### src/rtl/hsfsm_pkg.sv
package hsfsm_pkg;

  // bits needed for a state index
  function automatic int idx_width(input int ns);
    return (ns <= 2) ? 1 : $clog2(ns);
  endfunction

  // shortened Hamming length for k data bits
  function automatic int ham_len(input int k);
    int len;
    len = k + 1;
    for (int r = 1; r < 8; r++) begin
      if ((1 << r) >= k + r + 1) begin
        len = k + r;
        break;
      end
    end
    return len;
  endfunction

  function automatic int code_width(input int prot, input int ns);
    int k;
    k = idx_width(ns);
    case (prot)
      0:       return k;
      1:       return k + 1;
      2:       return ham_len(k);
      default: return ham_len(k) + 1;
    endcase
  endfunction

  function automatic int min_dist(input int prot);
    return prot + 1;
  endfunction

  function automatic bit is_pow2(input int v);
    return (v > 0) && ((v & (v - 1)) == 0);
  endfunction

endpackage

### src/rtl/hsfsm_encode.sv
module hsfsm_encode #(
  parameter int PROT = 2,
  parameter int IW   = 3,
  parameter int SW   = 6
) (
  input  logic [IW-1:0] idx,
  output logic [SW-1:0] code
);
  import hsfsm_pkg::*;

  localparam int HL = ham_len(IW);

  generate
    if (PROT == 0) begin : g_bin
      assign code = idx;
    end else if (PROT == 1) begin : g_par
      assign code = {^idx, idx};
    end else begin : g_ham
      logic [HL-1:0] hw;
      always_comb begin
        int d;
        logic acc;
        hw = '0;
        d  = 0;
        for (int pos = 1; pos <= HL; pos++) begin
          if (!is_pow2(pos)) begin
            hw[pos-1] = idx[d];
            d++;
          end
        end
        for (int p = 1; p <= HL; p++) begin
          if (is_pow2(p)) begin
            acc = 1'b0;
            for (int q = 1; q <= HL; q++) begin
              if (((q & p) != 0) && (q != p)) acc = acc ^ hw[q-1];
            end
            hw[p-1] = acc;
          end
        end
      end
      if (PROT == 2) begin : g_sec
        assign code = hw;
      end else begin : g_ext
        assign code = {^hw, hw};
      end
    end
  endgenerate

endmodule

### src/rtl/hsfsm_decode.sv
module hsfsm_decode #(
  parameter int PROT   = 2,
  parameter int NUM_ST = 8,
  parameter int IW     = 3,
  parameter int SW     = 6
) (
  input  logic [SW-1:0] state_code,
  output logic [IW-1:0] idx,
  output logic          legal
);

  logic [NUM_ST-1:0] hit;

  generate
    for (genvar s = 0; s < NUM_ST; s++) begin : g_cmp
      logic [SW-1:0] ref_code;
      hsfsm_encode #(.PROT(PROT), .IW(IW), .SW(SW)) u_ref (
        .idx  (IW'(s)),
        .code (ref_code)
      );
      assign hit[s] = (state_code == ref_code);
    end
  endgenerate

  always_comb begin
    idx   = '0;
    legal = 1'b0;
    for (int s = 0; s < NUM_ST; s++) begin
      if (hit[s]) begin
        idx   = IW'(s);
        legal = 1'b1;
      end
    end
  end

endmodule

### src/rtl/hsfsm_step.sv
module hsfsm_step #(
  parameter int NUM_ST = 8,
  parameter int IW     = 3
) (
  input  logic [IW-1:0] cur,
  input  logic          go,
  input  logic          step,
  input  logic          abort,
  output logic [IW-1:0] nxt,
  output logic          wrap
);

  localparam logic [IW-1:0] LAST = IW'(NUM_ST - 1);

  always_comb begin
    nxt  = cur;
    wrap = 1'b0;
    if (abort) begin
      nxt = '0;
    end else if (cur == '0) begin
      if (go) nxt = IW'(1);
    end else if (step) begin
      if (cur == LAST) begin
        nxt  = '0;
        wrap = 1'b1;
      end else begin
        nxt = cur + IW'(1);
      end
    end
  end

endmodule

### src/rtl/hsfsm_top.sv
module hsfsm_top #(
  parameter int PROT   = 2,
  parameter int NUM_ST = 8,
  localparam int IW    = hsfsm_pkg::idx_width(NUM_ST),
  localparam int SW    = hsfsm_pkg::code_width(PROT, NUM_ST)
) (
  input  logic          clk,
  input  logic          rst,
  input  logic          go,
  input  logic          step,
  input  logic          abort,
  input  logic [SW-1:0] inj_mask,
  output logic          busy_o,
  output logic [IW-1:0] phase_o,
  output logic          done_o,
  output logic          err_o
);

  logic [SW-1:0] state_q;
  logic [SW-1:0] nxt_code;
  logic [SW-1:0] rst_code;
  logic [IW-1:0] cur_idx;
  logic [IW-1:0] nxt_idx;
  logic          legal;
  logic          wrap;
  logic          ok;

  hsfsm_decode #(.PROT(PROT), .NUM_ST(NUM_ST), .IW(IW), .SW(SW)) u_dec (
    .state_code (state_q),
    .idx        (cur_idx),
    .legal      (legal)
  );

  hsfsm_step #(.NUM_ST(NUM_ST), .IW(IW)) u_step (
    .cur   (cur_idx),
    .go    (go),
    .step  (step),
    .abort (abort),
    .nxt   (nxt_idx),
    .wrap  (wrap)
  );

  hsfsm_encode #(.PROT(PROT), .IW(IW), .SW(SW)) u_enc_nxt (
    .idx  (nxt_idx),
    .code (nxt_code)
  );

  hsfsm_encode #(.PROT(PROT), .IW(IW), .SW(SW)) u_enc_rst (
    .idx  ('0),
    .code (rst_code)
  );

  // a fault or an illegal word takes the default path: freeze and flag
  assign ok = !err_o && legal;

  always_ff @(posedge clk) begin
    if (rst) begin
      state_q <= rst_code;
      err_o   <= 1'b0;
      busy_o  <= 1'b0;
      phase_o <= '0;
      done_o  <= 1'b0;
    end else begin
      if (ok) state_q <= nxt_code ^ inj_mask;
      err_o   <= err_o | !legal;
      busy_o  <= ok && (nxt_idx != '0);
      phase_o <= ok ? nxt_idx : '0;
      done_o  <= ok && wrap;
    end
  end

endmodule

### config.mk
export PLATFORM = sky130hd
export DESIGN_NAME = hsfsm_top
export DESIGN_NICKNAME = d
export VERILOG_FILES = /design/src/rtl/hsfsm_pkg.sv /design/src/rtl/hsfsm_encode.sv /design/src/rtl/hsfsm_decode.sv /design/src/rtl/hsfsm_step.sv /design/src/rtl/hsfsm_top.sv
export SDC_FILE = /design/constraint.sdc
export NUM_CORES = 1
export LEC_CHECK = 0
export ABC_AREA = 1
export BUFFER_PORTS_ARGS = -buffer_cell sky130_fd_sc_hd__buf_4
export CAP_MARGIN = 20
export CORE_MARGIN = 10
export CORE_UTILIZATION = 56
export CTS_BUF_LIST = sky130_fd_sc_hd__clkbuf_16
export CTS_CLUSTER_DIAMETER = 120
export DETAILED_ROUTE_END_ITERATION = 16
export PLACE_DENSITY = 0.81
export REMOVE_ABC_BUFFERS = 1
export SLEW_MARGIN = 0
export SYNTH_ARGS = -nofsm -noshare
export SYNTH_HDL_FRONTEND = slang
export SYNTH_HIERARCHICAL = 1
export SYNTH_SLANG_ARGS = --single-unit
### constraint.sdc
create_clock -name clk -period 2.75 [get_ports clk]
set_clock_uncertainty 0.1 [all_clocks]
set_input_delay 0.4125 -clock clk [delete_from_list [all_inputs] [get_ports clk]]
set_output_delay 0.4125 -clock clk [all_outputs]
set_load 0.02 [all_outputs]
==> impl_metrics.yaml, run 1 <==
grt:
  grt_pass1_vias: 2354
  grt_use_met2_pct: 31.4
  grt_use_total_pct: 16.8
  grt_util_met1_pct: 16.0
  overflow: 0
  initial_antenna_violation_count: 0
  grt_pass1_wl_um: 9940
  globalRouteMet3Util_pct: 4.10
  grt_max_degree: 11
  grt-busiest-layer: "met2"
yosys:
  ys_warns: 6
  synth-seq-cells: 12
  synthCells: 401
  synth_top_family_by_area: "simple AND/OR/NAND/NOR gates"
  synth_fa_ha_area_share_pct: 1.69
  yosysUniqueCellTypes: 22
  synth.mux.area_fraction_pct: 0
  syn-mean-instance-area_sq_um: 5.55
  synthesis.area_sq_um: 2230
  synth_compound_gate_area_share_pct: 1.52
  synth-seq-area-share_pct: 13.5
  synth_xor_xnor_area_share_pct: 14.6
  synth-simple-area-share_pct: 39.6
worst_setup_path:
  worst_r2r_endpoint: "state_q[0]$_DFFE_PP_"
  cp-endpoint: "state_q[0]$_DFFE_PP_"
  worstSetupPathDepth: 21
  cpMostUsedCell: "nand2_2"
  setup.worst_path.start: "state_q[3]$_DFFE_PP_"
  worst-path-buf-inv: 6
  worstPathCellList: "buf_6, xor2_1, nor2_1, nand4_1, nand2_1, inv_1, nand2_2, inv_2, ha_4, nand2_2, nand2_2, nor2_2, nor2_2, buf_6, inv_4, nand2_2, nand2_2, inv_2, nand2_2, nand3_2, nand2_1"
  rrSetupSlack_ps: -320
  crit_family: "simple AND/OR/NAND/NOR gates"
  required_ps: 2650
  critical_path_class: "reg2reg"
  worst_ep_arrival_time_ps: 2970
  worstSetupStartpointType: "flop"
  r2r.worst_path.cells: 21
  critical_path.endpoint_type: "flop"
  delay_of_the_slowest_cell_on_the_worst_path_ps: 520
  worstReg2RegStart: "state_q[3]$_DFFE_PP_"
  crit_slowest_cell: "edfxtp_1"
  critPathMaxFanout: 6
detailed_routing:
  remaining_drc_errors: 0
  drt.antenna.violating_nets: 0
  num_vias: 2638
  routed_wirelength_um: 7650
  route.detailed.vias_per_inst: 4.58
  drt_first_pass_iters: 5
  drt-wirelength-per-cell_um: 13.3
  first_drt_iteration_drcs: 209
cells_and_area:
  n_antenna_cell: 0
  final_util_pct: 84.4
  design.final.nets: 543
  finalInstanceArea_sq_um: 3160
  post_route_cells_drive_above_1_share_pct: 25.9
  mostFrequentLayoutCells: "142 x nand2_1, 108 x conb_1, 55 x buf_4"
  syn2layout_area_growth_pct: 41.9
  layout_commonest_cell: "nand2_1"
outcome:
  failing_checks: "negative setup slack"
  status: "finished with violations"
clocking:
  number_of_h_tree_branching_levels: 1
  clock_edge_transition_at_the_registers_on_the_reported_setup_and_hold_paths_ps: 50
  ctsLongestPathBuffers: 2
  clkSinkCount: 12
  clk_latency_ps: 240
  tritoncts: "yes"
  ctsRootBufferMaster: "clkbuf_16"
  clock_buffers_created_by_tritoncts: 3
floorplanning:
  design.die.area_sq_um: 6900
  io_pins: 17
  rows: 22
  start_util_pct: 59.5
  core_sq_um: 3740
  die_width_um: 83.1
  die_height_um: 83.1
timing:
  final_min_period_over_clock_period_pct: 112
  final_max_slew_viol_count: 0
  setup_tns_ps: -1490
  layout_min_cycle_time_ps: 3070
  grt_setup_unrepaired: "yes"
  max_freq_ghz: 0.326
  final.setup.worst_slack_ps: -321
  setup_viol: 8
  timing.final.hold_violations: 0
pwr:
  peakVddDrop_mv: 0.527
  leakagePower_nw: 1.88
  power-per-cell-area_nw_per_um2: 454
  total_power_w: 0.00143
job:
  max_cap_viol_count: 0
placed_design:
  dpl-instance-area_sq_um: 2670
  place_ws_ps: -127
  detailedPlacementHpwl_um: 3780
  place.port_buffers: 16
  place_congestion: 0.812
min_path:
  worst_hold_path_class: "in2reg"
## synthesized netlist by cell type
cell type | n | area share (%)
buf_6 | 3 | 1.5
buf_4 | 44 | 15
inv_2 | 6 | 1.0
xor2_1 | 25 | 9.8
xnor2_1 | 12 | 4.7
conb_1 | 3 | 0.51
nand4_1 | 5 | 1.4
dfxtp_1 | 6 | 5.4
o21ai_0 | 2 | 0.45
clkinv_4 | 1 | 0.39
nand2_1 | 169 | 28
nor2_1 | 31 | 5.2
ha_1 | 3 | 1.7
nor2_2 | 3 | 0.84
nand3_1 | 10 | 2.2
a21oi_1 | 3 | 0.67
nand3_4 | 1 | 0.79
or2_1 | 1 | 0.28
a21oi_2 | 1 | 0.39
or2_0 | 1 | 0.28
edfxtp_1 | 6 | 8.1
inv_1 | 65 | 11
## worst min path at each step
stage | start | to | depth (start not counted)
finish | rst | err_o$_SDFF_PP0_ | 2
global route | rst | err_o$_SDFF_PP0_ | 2
CTS | rst | err_o$_SDFF_PP0_ | 2
detailed placement | err_o$_SDFF_PP0_ | err_o$_SDFF_PP0_ | 2
global placement | err_o$_SDFF_PP0_ | err_o$_SDFF_PP0_ | 2
floorplan | rst | err_o$_SDFF_PP0_ | 1
## area by class of cell
cell class              count  area (sq um)
inverters                  72           285
multi-input cells         375          1910
well taps                  48          60.1
clock inverters             1          3.75
repair buffers             65           526
fillers                   239           584
clock buffers               3          75.1
flip-flops and latches     12           300
## cell families after synthesis
logic type / after synthesis
simple gates: 221
buf+inv: 119
xor+xnor: 37
flops: 12
compound gates: 6
fa+ha+maj: 3
other cells: 3
## through the flow
stage | cells | hold slack (ps)
2_1_floorplan | 459 | 393
4_1_cts | 570 | 346
5_1_grt | 576 | 383
3_3_place_gp | 554 | 436
6_report | 576 | 363
3_5_place_dp | 554 | 449
## worst register-to-register path, delay by kind of cell (launching register included)
kind	cells	cell delay, ps
XOR/XNOR	1	130
adder cells (fa/ha/maj)	1	270
buffers and inverters	6	590
flip-flops	1	520
AND/OR/NAND/NOR	13	1200
## metal layers
metal | vias to the layer above | part of all wire (%)
li1 | 1269 | -
met5 | - | 0
met3 | 44 | 7.9
met2 | 152 | 49
met1 | 1173 | 38
met4 | 0 | 5.3
## where the power goes
group          switching [W]  total (W)  internal [W]
clock              0.0000807   0.000273      0.000192
sequential         0.0000207   0.000234      0.000214
combinational       0.000528   0.000927      0.000399
## flip-flops by register name (all words and copies together) (netlist names)
| name | cells |
|---|---|
| busy_o | 1 |
| done_o | 1 |
| err_o | 1 |
| phase_o | 3 |
| state_q | 6 |
## what timing repair did
item                       in CTS  in global routing
hold buffers                    0                  0
setup endpoints to repair       4                 10
resized for setup              32                 55
pin swaps                      28                 32
setup buffers                  12                  7
(Power assumes the default switching activity.)
==> run 2, diff against run 1 <==
--- a/config.mk
+++ b/config.mk
@@ -15,6 +15,7 @@
 export DETAILED_ROUTE_END_ITERATION = 16
 export PLACE_DENSITY = 0.81
 export REMOVE_ABC_BUFFERS = 1
+export SETUP_SLACK_MARGIN = 0.2
 export SLEW_MARGIN = 0
 export SYNTH_ARGS = -nofsm -noshare
 export SYNTH_HDL_FRONTEND = slang
==> run 2 against run 1 <==
Compared with the run above:
- the run still ends with negative setup slack left
- worst hold slack improved by 12 ps
- worst setup slack improved by 41 ps
- fmax grew 1.4%
- first-iteration DRC count fell by 6.7%
- clock power about the same
- critical path depth up 1
- via count fell by 1.3%
- highest routed layer unchanged
==> impl_metrics.yaml, run 2 (synthesis gave the netlist of run 1 again) <==
outcome:
  status: "finished with violations"
  failing_checks: "negative setup slack"
floorplanning:
  die_height_um: 83.1
  design.die.area_sq_um: 6900
  core_sq_um: 3740
  start_util_pct: 59.5
  io_pins: 17
  die_width_um: 83.1
  rows: 22
job:
  max_cap_viol_count: 0
cells_and_area:
  final_util_pct: 83.2
  layout_top_registers: "state_q (6), phase_o (3)"
  mostFrequentLayoutCells: "147 x nand2_1, 108 x conb_1, 53 x inv_1"
  post_route_cells_drive_above_1_share_pct: 24.9
  syn2layout_area_growth_pct: 39.9
  design.final.nets: 542
  finalInstanceArea_sq_um: 3120
  largest_register_ffs: 6
  fillerInstances: 245
  n_antenna_cell: 0
  top_register: "state_q"
  layout_commonest_cell: "nand2_1"
detailed_routing:
  drt.antenna.violating_nets: 0
  first_drt_iteration_drcs: 195
  routed_wirelength_um: 7020
  drt-wirelength-per-cell_um: 12.2
  remaining_drc_errors: 0
  route.detailed.vias_per_inst: 4.53
  drt_first_pass_iters: 5
  num_vias: 2605
min_path:
  worst_hold_path_class: "in2reg"
timing:
  setup_tns_ps: -1100
  final_max_slew_viol_count: 0
  grt_setup_unrepaired: "yes"
  setup_viol: 7
  final.setup.worst_slack_ps: -279
  final_min_period_over_clock_period_pct: 110
  timing.final.hold_violations: 0
  max_freq_ghz: 0.330
  layout_min_cycle_time_ps: 3030
clocking:
  tritoncts: "yes"
  clkSinkCount: 12
  number_of_h_tree_branching_levels: 1
  clock_edge_transition_at_the_registers_on_the_reported_setup_and_hold_paths_ps: 50
  ctsLongestPathBuffers: 2
  clock_buffers_created_by_tritoncts: 3
  clk_latency_ps: 240
  ctsRootBufferMaster: "clkbuf_16"
worst_setup_path:
  worst-path-buf-inv: 7
  critical_path_class: "reg2reg"
  worst_ep_arrival_time_ps: 2920
  critPathMaxFanout: 5
  required_ps: 2640
  crit_slowest_cell: "edfxtp_1"
  crit_family: "simple AND/OR/NAND/NOR gates"
  cpMostUsedCell: "nand2_2"
  worstPathCellList: "buf_4, buf_6, xor2_1, nor2_1, nand4_1, nand2_1, inv_1, nand2_2, inv_2, ha_4, inv_4, nor2_4, nand2_2, nand2_2, nor2_2, buf_6, inv_4, nand2_2, nand2_2, nand2_1, nand3_1, nand2_1"
  critical_path.endpoint_type: "flop"
  delay_of_the_slowest_cell_on_the_worst_path_ps: 450
  worstSetupStartpointType: "flop"
placed_design:
  dpl-instance-area_sq_um: 2670
  detailedPlacementHpwl_um: 3780
  place_congestion: 0.812
  place.port_buffers: 16
grt:
  grt_max_degree: 11
  initial_antenna_violation_count: 0
  overflow: 0
  grt_pass1_vias: 2407
  grt_pass1_wl_um: 10200
  grt_use_total_pct: 17.1
pwr:
  power-per-cell-area_nw_per_um2: 448
  peakVddDrop_mv: 0.611
  leakagePower_nw: 1.87
==> run 2: cell count changes in the layout (fill, tap and decap cells not counted), moves of 2 or more <==
cell,previous run,this run
buf_6,10,16
a21oi_2,1,3
nand2_4,5,1
nand3_2,4,2
nand3_1,6,8
nand2_1,142,147
nor2_2,7,9
buf_4,55,48
inv_4,4,6
==> run 2: layer usage <==
metal	vias to the layer above	routed length, um	GRT usage [%]
met4	0	510	9.23
met1	1155	2490	16.7
met3	48	437	3.52
met2	138	3580	32.3
li1	1264	-	-
met5	-	0	0
==> run 2: path summary, 6_finish.rpt <==
check	startpoint	end	slack, ps	depth (start not counted)
setup / recovery	state_q[4]$_DFFE_PP_	state_q[0]$_DFFE_PP_	-280	22
hold / removal	rst	err_o$_SDFF_PP0_	380	2
setup reg to reg	state_q[4]$_DFFE_PP_	state_q[0]$_DFFE_PP_	-280	22
hold reg to reg	err_o$_SDFF_PP0_	err_o$_SDFF_PP0_	540	2
==> run 2: area by class of cell <==
cell class | count | area (sq um) | area share, %
Clock buffer | 3 | 75.1 | 2.41
Clock inverter | 1 | 3.75 | 0.120
Inverter | 72 | 290 | 9.32
Multi-Input combinational cell | 375 | 1850 | 59.2
Sequential cell | 12 | 300 | 9.64
Tap cell | 48 | 60.1 | 1.93
Timing Repair Buffer | 64 | 541 | 17.3
==> run 2: worst register-to-register path: stages, from the launching register on <==
cell,delay (ps)
edfxtp_1,450
buf_4,170
buf_6,120
xor2_1,150
nor2_1,80
nand4_1,150
nand2_1,80
inv_1,80
nand2_2,110
inv_2,120
ha_4,160
inv_4,40
nor2_4,140
nand2_2,90
nand2_2,70
nor2_2,40
buf_6,130
inv_4,60
nand2_2,50
nand2_2,90
nand2_1,70
nand3_1,120
nand2_1,100
==> run 2: what timing repair did <==
action,CTS,global route
setup buffers,13,4
gates resized for setup,39,45
hold buffers,0,0
setup endpoints to repair,9,11
pin swaps,29,35
==> run 2: where the power goes <==
| part | switching [W] | total (W) | leakage (nW) | internal (W) |
|---|---|---|---|---|
| clock network | 0.0000823 | 0.000274 | 0.0385 | 0.000192 |
| registers | 0.0000236 | 0.000237 | 0.109 | 0.000214 |
| logic | 0.000491 | 0.000885 | 1.73 | 0.000394 |
==> run 2: through the flow <==
step	total power [W]	std cells	setup slack [ps]	hold slack, ps
5_1_grt	0.00148	575	-474	388
3_5_place_dp	0.000825	554	-127	449
6_report	0.00140	575	-279	375
4_1_cts	0.00121	571	-7.76	346
3_3_place_gp	0.000808	554	-78.8	436
2_1_floorplan	0.000624	459	10.2	393
==> run 3, diff against run 2 <==
--- a/config.mk
+++ b/config.mk
@@ -13,7 +13,7 @@
 export CTS_BUF_LIST = sky130_fd_sc_hd__clkbuf_16
 export CTS_CLUSTER_DIAMETER = 120
 export DETAILED_ROUTE_END_ITERATION = 16
-export PLACE_DENSITY = 0.81
+export PLACE_DENSITY = 0.77
 export REMOVE_ABC_BUFFERS = 1
 export SETUP_SLACK_MARGIN = 0.2
 export SLEW_MARGIN = 0
==> constraint.sdc (replaced) <==
create_clock -name clk -period 3.1 [get_ports clk]
set_clock_uncertainty 0.1 [all_clocks]
set_input_delay 0.465 -clock clk [delete_from_list [all_inputs] [get_ports clk]]
set_output_delay 0.465 -clock clk [all_outputs]
set_load 0.02 [all_outputs]
==> run 3 against run 2 <==
Compared with the run above:
- the flow now finishes without violations
- combinational power is 37% lower
- sequential share of layout area is 1.2 points higher
- cell count is 4.9% lower
- non-clock buffer count is 28 lower
- routed wire length is 39% lower
- via count is 19% lower
- critical path type unchanged
- critical endpoint unchanged
- largest cell class unchanged
- largest power group unchanged
==> impl_metrics.yaml, run 3 (synthesis gave the netlist of run 1 again) <==
outcome:
  status: "finished clean"
cells_and_area:
  final_util_pct: 73.8
  post_route_cells_drive_above_1_share_pct: 15.4
  syn2layout_area_growth_pct: 24.0
  design.final.nets: 514
  multi_input_gate_area_in_the_final_layout_sq_um: 1770
  layout_commonest_cell: "nand2_1"
  layout_top_registers: "state_q (6), phase_o (3)"
  largest_register_ffs: 6
  area.sequential_sq_um: 300
  top_register: "state_q"
  fillerInstances: 330
  mostFrequentLayoutCells: "159 x nand2_1, 108 x conb_1, 58 x inv_1"
  n_antenna_cell: 0
worst_setup_path:
  critPathMaxFanout: 6
  worst_r2r_endpoint: "state_q[0]$_DFFE_PP_"
  critical_path.endpoint_type: "flop"
  worst_ep_arrival_time_ps: 2740
  worst-path-buf-inv: 5
  rrSetupSlack_ps: 250
  required_ps: 2980
  cpMostUsedCell: "nand2_1"
  delay_of_the_slowest_cell_on_the_worst_path_ps: 490
  r2r.worst_path.cells: 23
  crit_family: "simple AND/OR/NAND/NOR gates"
  worstReg2RegStart: "state_q[5]$_DFFE_PP_"
  worstPathCellList: "or2_0, a21oi_1, nand3_1, nand2_1, nand2_1, nand2_1, nand2_1, nand2_2, inv_2, ha_4, inv_2, nor2_2, nand2_1, nand2_1, nor2_1, buf_4, inv_2, nand2_2, nand2_2, inv_2, nand2_1, nand3_1, nand2_1"
  crit_slowest_cell: "edfxtp_1"
  critical_path_class: "reg2reg"
  worstSetupStartpointType: "flop"
timing:
  timing.final.hold_violations: 0
  grt_setup_unrepaired: "yes"
  final_min_period_over_clock_period_pct: 92.0
  setup_viol: 0
  final_max_slew_viol_count: 0
  layout_min_cycle_time_ps: 2850
  setup_tns_ps: 0
  final.setup.worst_slack_ps: 247
  max_freq_ghz: 0.350
pwr:
  seq_power_share_pct: 20.9
  power_switching_w: 0.000400
  power-per-cell-area_nw_per_um2: 362
  leakagePower_nw: 1.71
  peakVddDrop_mv: 0.524
  clk_network_pwr_share_pct: 23.3
  switching_share_pct: 40.0
  p_int_w: 0.000600
  comb_power_share_pct: 55.8
min_path:
  hold-path-cell-count: 2
  worst_hold_path_class: "in2reg"
  hold_path_startpoint: "rst"
  worst_hold_endpoint: "err_o$_SDFF_PP0_"
grt:
  grt_max_degree: 11
  initial_antenna_violation_count: 0
  grt_pass1_wl_um: 6930
  grt_use_total_pct: 11.0
  overflow: 0
  grt_pass1_vias: 1758
clocking:
  clock_edge_transition_at_the_registers_on_the_reported_setup_and_hold_paths_ps: 40
  tritoncts: "yes"
  clk_latency_ps: 240
  ctsRootBufferMaster: "clkbuf_16"
  cts_hold_repair.buffers: 0
  number_of_h_tree_branching_levels: 1
  ctsLongestPathBuffers: 2
  clkSinkCount: 12
  clock_buffers_created_by_tritoncts: 3
placed_design:
  place_congestion: 0.896
  place_ws_ps: 113
  place.port_buffers: 16
  detailedPlacementHpwl_um: 3230
floorplanning:
  io_pins: 17
  die_width_um: 83.1
  rows: 22
  design.die.area_sq_um: 6900
  core_sq_um: 3740
  start_util_pct: 59.5
  die_height_um: 83.1
detailed_routing:
  routed_wirelength_um: 4270
  drt.antenna.violating_nets: 0
  drt-wirelength-per-cell_um: 7.81
  first_drt_iteration_drcs: 51
  route.detailed.vias_per_inst: 3.85
  num_vias: 2107
  remaining_drc_errors: 0
  drt_first_pass_iters: 4
job:
  max_cap_viol_count: 0
run 3: worst reg2reg max path, cell delays in order (launching register included):
cell	delay, ps
edfxtp_1	490
or2_0	280
a21oi_1	160
nand3_1	120
nand2_1	90
nand2_1	50
nand2_1	60
nand2_1	60
nand2_2	120
inv_2	70
ha_4	170
inv_2	60
nor2_2	50
nand2_1	60
nand2_1	50
nor2_1	100
buf_4	150
inv_2	50
nand2_2	50
nand2_2	60
inv_2	40
nand2_1	40
nand3_1	50
nand2_1	70
run 3: cell type report:
cell class / count / area share, %
multi-input cells: 375 / 63.9
flip-flops and latches: 12 / 10.9
inverters: 72 / 9.96
well taps: 48 / 2.17
clock inverters: 1 / 0.136
repair buffers: 36 / 10.2
clock buffers: 3 / 2.72
run 3: metal layers:
metal / up-vias / track usage [%] / wire (um)
met5: - / 0 / 0
met2: 34 / 19.1 / 2150
met4: 0 / 2.62 / 24
li1: 1209 / - / -
met1: 862 / 13.2 / 1910
met3: 2 / 2.73 / 192
run 3: how the worst max path moves through the flow:
stage,start,end,slack (ps),cells after the start
finish,state_q[5]$_DFFE_PP_,state_q[0]$_DFFE_PP_,250,23
global route,state_q[2]$_DFFE_PP_,state_q[3]$_DFFE_PP_,40,26
detailed placement,state_q[1]$_DFFE_PP_,state_q[0]$_DFFE_PP_,110,19
floorplan,state_q[5]$_DFFE_PP_,state_q[1]$_DFFE_PP_,360,22
global placement,state_q[1]$_DFFE_PP_,state_q[0]$_DFFE_PP_,120,22
CTS,state_q[5]$_DFFE_PP_,state_q[0]$_DFFE_PP_,210,21
run 3: timing repair:
item | CTS | global route
setup buffers | 3 | 10
endpoints found under the setup margin | 4 | 7
gates resized for setup | 1 | 29
pin swaps | 0 | 23
run 3: power by group through the flow:
stage | sequential (W) | combinational [W] | clock [W]
CTS | 0.000209 | 0.000461 | 0.000237
global route | 0.000211 | 0.000637 | 0.000247
global placement | 0.000227 | 0.000419 | 0
detailed placement | 0.000229 | 0.000424 | 0
finish | 0.000209 | 0.000558 | 0.000233
floorplan | 0.000235 | 0.000319 | 0
run 3: per-stage QoR:
| step | cells | total power, W | hold slack (ps) | cell area, sq um |
|---|---|---|---|---|
| after floorplan | 459 | 0.000554 | 446 | 2260 |
| after global placement | 530 | 0.000645 | 448 | 2490 |
| after detailed placement | 530 | 0.000653 | 457 | 2490 |
| after CTS | 537 | 0.000907 | 404 | 2610 |
| after global routing | 547 | 0.00110 | 413 | 2760 |
| final | 547 | 0.00100 | 406 | 2760 |
